## config.mk

```make
export PLATFORM = sky130hd
export DESIGN_NAME = frame_scrambler
export DESIGN_NICKNAME = d
export VERILOG_FILES = /design/src/rtl/scr_pkg.sv /design/src/rtl/scr_frame_pos.sv /design/src/rtl/scr_keystream.sv /design/src/rtl/scr_lfsr_ctl.sv /design/src/rtl/frame_scrambler.sv
export SDC_FILE = /design/constraint.sdc
export NUM_CORES = 1
export LEC_CHECK = 0
export BUFFER_PORTS_ARGS = -buffer_cell sky130_fd_sc_hd__buf_2
export CORE_ASPECT_RATIO = 2
export CORE_MARGIN = 3
export CORE_UTILIZATION = 25
export DETAILED_ROUTE_END_ITERATION = 8
export PLACE_DENSITY = 0.37
export SYNTH_ARGS = -nofsm -noshare
export SYNTH_HDL_FRONTEND = slang
export SYNTH_SLANG_ARGS = --single-unit
```

## constraint.sdc

```tcl
create_clock -name clk -period 1.9 [get_ports clk]
set_input_delay 0 -clock clk [delete_from_list [all_inputs] [get_ports clk]]
set_output_delay 0 -clock clk [all_outputs]
set_load 0.005 [all_outputs]
```

## src/rtl/scr_pkg.sv

```systemverilog
package scr_pkg;
  localparam int LFSR_W  = 7;   // degree of 1 + x^6 + x^7
  localparam int TAP_POS = 6;   // middle term of the polynomial
  localparam int BYTE_W  = 8;

  typedef logic [LFSR_W-1:0] lfsr_t;
  typedef logic [BYTE_W-1:0] byte_t;

  localparam lfsr_t LFSR_SEED = '1;
endpackage

```

## src/rtl/scr_frame_pos.sv

```systemverilog
module scr_frame_pos #(
  parameter int FRAME_BYTES = 9720,
  parameter int POS_W       = $clog2(FRAME_BYTES)
) (
  input  logic             clk,
  input  logic             rst_n,
  input  logic             frame_start,
  output logic [POS_W-1:0] cur_pos,
  output logic             synced
);
  localparam logic [POS_W-1:0] LAST_POS = POS_W'(FRAME_BYTES - 1);

  logic [POS_W-1:0] pos_q, pos_d;
  logic             sync_q, sync_d;

  // offset of the byte on the bus this cycle
  always_comb begin
    cur_pos = frame_start ? '0 : pos_q;
    synced  = sync_q | frame_start;
    pos_d   = (cur_pos == LAST_POS) ? '0 : cur_pos + 1'b1;
    sync_d  = synced;
  end

  always_ff @(posedge clk or negedge rst_n) begin
    if (!rst_n) begin
      pos_q  <= '0;
      sync_q <= 1'b0;
    end else begin
      pos_q  <= pos_d;
      sync_q <= sync_d;
    end
  end
endmodule

```

## src/rtl/scr_keystream.sv

```systemverilog
module scr_keystream
  import scr_pkg::*;
#(
  parameter int STEPS = BYTE_W
) (
  input  lfsr_t            state_in,
  output logic [STEPS-1:0] ks,
  output lfsr_t            state_out
);
  lfsr_t chain [STEPS+1];

  assign chain[0] = state_in;

  // one shift per output bit; earliest bit goes to the MSB
  for (genvar i = 0; i < STEPS; i++) begin : g_step
    assign ks[STEPS-1-i] = chain[i][LFSR_W-1];
    assign chain[i+1]    = {chain[i][LFSR_W-2:0],
                            chain[i][LFSR_W-1] ^ chain[i][TAP_POS-1]};
  end

  assign state_out = chain[STEPS];
endmodule

```

## src/rtl/scr_lfsr_ctl.sv

```systemverilog
module scr_lfsr_ctl
  import scr_pkg::*;
#(
  parameter int UNSCR_BYTES = 36,
  parameter int POS_W       = 14
) (
  input  logic             clk,
  input  logic             rst_n,
  input  logic             synced,
  input  logic [POS_W-1:0] cur_pos,
  output logic             in_payload,
  output byte_t            ks
);
  localparam logic [POS_W-1:0] RESEED_POS = POS_W'(UNSCR_BYTES);

  lfsr_t state_q, state_d, src_state, stepped;
  logic  reseed, adv_en;

  always_comb begin
    in_payload = synced && (cur_pos >= RESEED_POS);
    reseed     = synced && (cur_pos == RESEED_POS);
    src_state  = reseed ? LFSR_SEED : state_q;
    adv_en     = in_payload;
    state_d    = stepped;
  end

  scr_keystream #(.STEPS(BYTE_W)) u_ks (
    .state_in (src_state),
    .ks       (ks),
    .state_out(stepped)
  );

  always_ff @(posedge clk or negedge rst_n) begin
    if (!rst_n) begin
      state_q <= LFSR_SEED;
    end else if (adv_en) begin
      state_q <= state_d;
    end
  end
endmodule

```

## src/rtl/frame_scrambler.sv

```systemverilog
module frame_scrambler
  import scr_pkg::*;
#(
  parameter int FRAME_BYTES = 9720,
  parameter int UNSCR_BYTES = 36
) (
  input  logic       clk,
  input  logic       rst_n,
  input  logic       frame_start,
  input  logic [7:0] din,
  input  logic       scr_en,
  input  logic       strm_en,
  output logic [7:0] dout
);
  localparam int POS_W = $clog2(FRAME_BYTES);

  logic [POS_W-1:0] cur_pos;
  logic             synced;
  logic             in_payload;
  byte_t            ks;
  byte_t            pre_data, mix_data, dout_q;

  scr_frame_pos #(.FRAME_BYTES(FRAME_BYTES), .POS_W(POS_W)) u_pos (
    .clk        (clk),
    .rst_n      (rst_n),
    .frame_start(frame_start),
    .cur_pos    (cur_pos),
    .synced     (synced)
  );

  scr_lfsr_ctl #(.UNSCR_BYTES(UNSCR_BYTES), .POS_W(POS_W)) u_ctl (
    .clk       (clk),
    .rst_n     (rst_n),
    .synced    (synced),
    .cur_pos   (cur_pos),
    .in_payload(in_payload),
    .ks        (ks)
  );

  always_comb begin
    pre_data = strm_en ? din : '1;
    mix_data = (scr_en && in_payload) ? (pre_data ^ ks) : pre_data;
  end

  always_ff @(posedge clk or negedge rst_n) begin
    if (!rst_n) begin
      dout_q <= '0;
    end else begin
      dout_q <= mix_data;
    end
  end

  assign dout = dout_q;
endmodule

```

==> flow_summary.yaml <==
status:
  status: "finished, final reports clean"
route:
  wl_met1_um: 1300
  wl_met3_um: 153
  top_layer: "met4"
  drt_iter0_markers: 23
  met2_length_um: 2160
  viasPerCell: 4.40
  wire_per_inst_um: 14.1
  final_antenna_net_count: 0
  drc: 0
  drtPass1Iterations: 4
  finalWirelength_um: 3760
  dr_total_vias: 1174
clocking:
  cts.sinks: 30
  insertion_delay_ns: 0.27
  cts_root_buf: "clkbuf_16"
  clk_pin_slew_worst_paths_ns: 0.05
  htree_levels: 2
  cts_buffers: 5
  clockBufferDepth: 2
  cts_tree: "done"
global_routing:
  grtUsageTotal_pct: 11.1
  antenna_found_initial: 0
  grt_pass1_vias: 1289
  grt_max_degree: 31
  grt-ovfl-total: 0
  grt_pass1_wl_um: 6270
timing:
  rsz0062_at_grt: "false"
  finalSetupViolCount: 0
  slew_viol_final: 0
  hold_violations: 0
  layout_min_cycle_time_ns: 1.71
  holdWs_ns: 0.0133
  maxSlewHeadroom_pct: 53.7
  worst_pin_slew_ns: 0.695
  fin_skew_ns: 0.00256
  post-route-period-util_pct: 90.1
  max_clock_freq_mhz: 584
logic_synthesis:
  syn_area_mm2: 0.00160
  synth.most_common_cell: "dfrtp_1"
  yosysTopAreaCell: "dfrtp_1"
  ys_seq_elements: 30
  synthArstFlopShare_pct: 100
  netlist_top_cells_count: "23 x dfrtp_1, 22 x xnor2_1, 14 x o21ai_0"
  synth_top_area_share_pct: 36.1
  synthCells: 151
  synth-main-ff-cell: "dfrtp_1"
  synth_cell_types: 36
  synth_nets: 166
  synth_area_per_cell_um2: 10.6
  ys_warn_count: 0
  seq_area_frac_synth_pct: 47.6
  synth_edf_count: 0
  ys_top_cells_by_area: "dfrtp_1 36%, xnor2_1 12%, dfstp_2 12%, o21ai_0 4.4%, nand2b_1 4.3%"
pwr:
  power.density_mw_per_mm2: 774
  p_int_mw: 1.22
  p_sw_share_pct: 21.4
  p_switching_mw: 0.332
  combPwrFrac_pct: 6.1
  seqPwrFrac_pct: 43.3
  p_clk_share_pct: 50.6
  leakagePower_nw: 0.797
  ir_drop_mv: 0.504
placement:
  routabilityCongestion: 0.792
  place_hpwl_um: 2920
  dp.cells: 256
  io_buffers: 20
worst_setup_path:
  crit_fanout: 8
  critPathLaunchType: "flip-flop"
  cp.required_ns: 2.05
  endpoint_kind: "flip-flop"
  criticalPathCategory: "reg2reg"
  cp.arrival_ns: 1.86
finish:
  layout.nets: 197
  n_antenna_cell: 0
  area_growth_pct: 25.6
  finalNonFillerCells: 267
  drive_gt1_share_pct: 30.1
floorplan:
  rows: 40
  dieArea_mm2: 0.00743
  die_h_um: 119
  start_util_pct: 26.1
  fp.dieW_um: 62.5
  io_pins: 21
  fp.coreArea_mm2: 0.00611
worst_hold_path:
  hp-class: "in2reg"
flow_run:
  maxCapViolCount: 0
path summary, 6_finish.rpt:
path	from	endpoint	slack (ns)	depth (start not counted)
worst min register to register	u_pos.sync_q	u_pos.sync_q	0.46	1
min in group asynchronous	rst_n	dout[1]	0.31	2
worst max-delay path	u_pos.pos_q[1]	dout[7]	0.19	7
max in group asynchronous	rst_n	u_pos.pos_q[8]	1.15	2
worst min-delay path	din[7]	dout[7]	0.01	3
worst max register to register	u_pos.pos_q[1]	dout[7]	0.19	7
flip-flops by register name (all words and copies together), names as in the netlist:
register / cells
u_pos.pos_q: 14
u_ctl.state_q: 7
u_pos.sync_q: 1
dout: 8
per-layer routing:
layer,GRT usage [%],vias up
met3,2.83,9
met5,0,-
met4,6.36,0
li1,-,568
met1,9.52,567
met2,22.1,30
power by group through the flow:
stage	Combinational [mW]	Clock (mW)	Sequential [mW]
after floorplan	0.0457	0	0.679
after global placement	0.0895	0	0.681
after detailed placement	0.0910	0	0.681
after CTS	0.0955	0.815	0.670
after global routing	0.108	0.855	0.673
final	0.0950	0.784	0.671
logic make-up (layout without fill, tap and decap cells):
group	after synthesis	in the layout	share of synthesized area, %
and+or+nand+nor	67	67	27.0
DFF	30	30	47.6
xor gates and xnor gates	27	27	14.8
AOI/OAI and AO/OA	17	17	6.35
buffers and inverters	8	40	2.67
adders and majority gates	2	2	1.57
stage by stage:
stage | util [%] | power [mW] | worst slack (ns) | TNS (ns) | instance area [um2]
detailed placement | 29.7 | 0.772 | -0.00154 | -0.00154 | 1810
CTS | 32.5 | 1.58 | 0.0429 | 0 | 1980
global placement | 29.7 | 0.770 | -0.0117 | -0.0182 | 1810
floorplan | - | 0.725 | 0.333 | 0 | 1600
finish | 32.8 | 1.55 | 0.188 | 0 | 2000
global route | 32.8 | 1.64 | 0.00819 | 0 | 2000
repair_timing:
| item | 4_1_cts | 5_1_grt |
|---|---|---|
| pin swaps | 0 | 1 |
| hold endpoints to repair | 24 | 0 |
| gates resized for setup | 1 | 4 |
| hold buffers | 2 | 0 |
| setup endpoints to repair | 1 | 4 |
| setup buffers | 0 | 1 |
cell usage in the layout, fill, tap and decap left out, types with 3 or more instances in the layout:
cell type   n
buf_2      20
nand4_1     3
clkbuf_16   5
dfrtp_1    23
o21ai_0    14
nand2b_1   11
inv_1       4
dfstp_2     7
nand2_1    13
buf_4       6
nor2b_1     5
xnor2_1    22
xor2_1      5
nor2_1     10
critical path, cell delays in order, from the launching register on:
cell      delay, ns
dfrtp_1        0.40
nor2b_2        0.17
inv_1          0.06
ha_1           0.14
nand4b_1       0.18
nor3_4         0.27
o21ai_0        0.20
xnor2_1        0.16
area by class of cell:
cell class / count / area (um2)
fillers: 666 / 4100
multi-input cells: 113 / 812
flip-flops and latches: 30 / 759
repair buffers: 28 / 165
clock buffers: 7 / 143
well taps: 84 / 105
inverters: 4 / 15.0
clock inverters: 1 / 5.00
(Power assumes the default switching activity.)
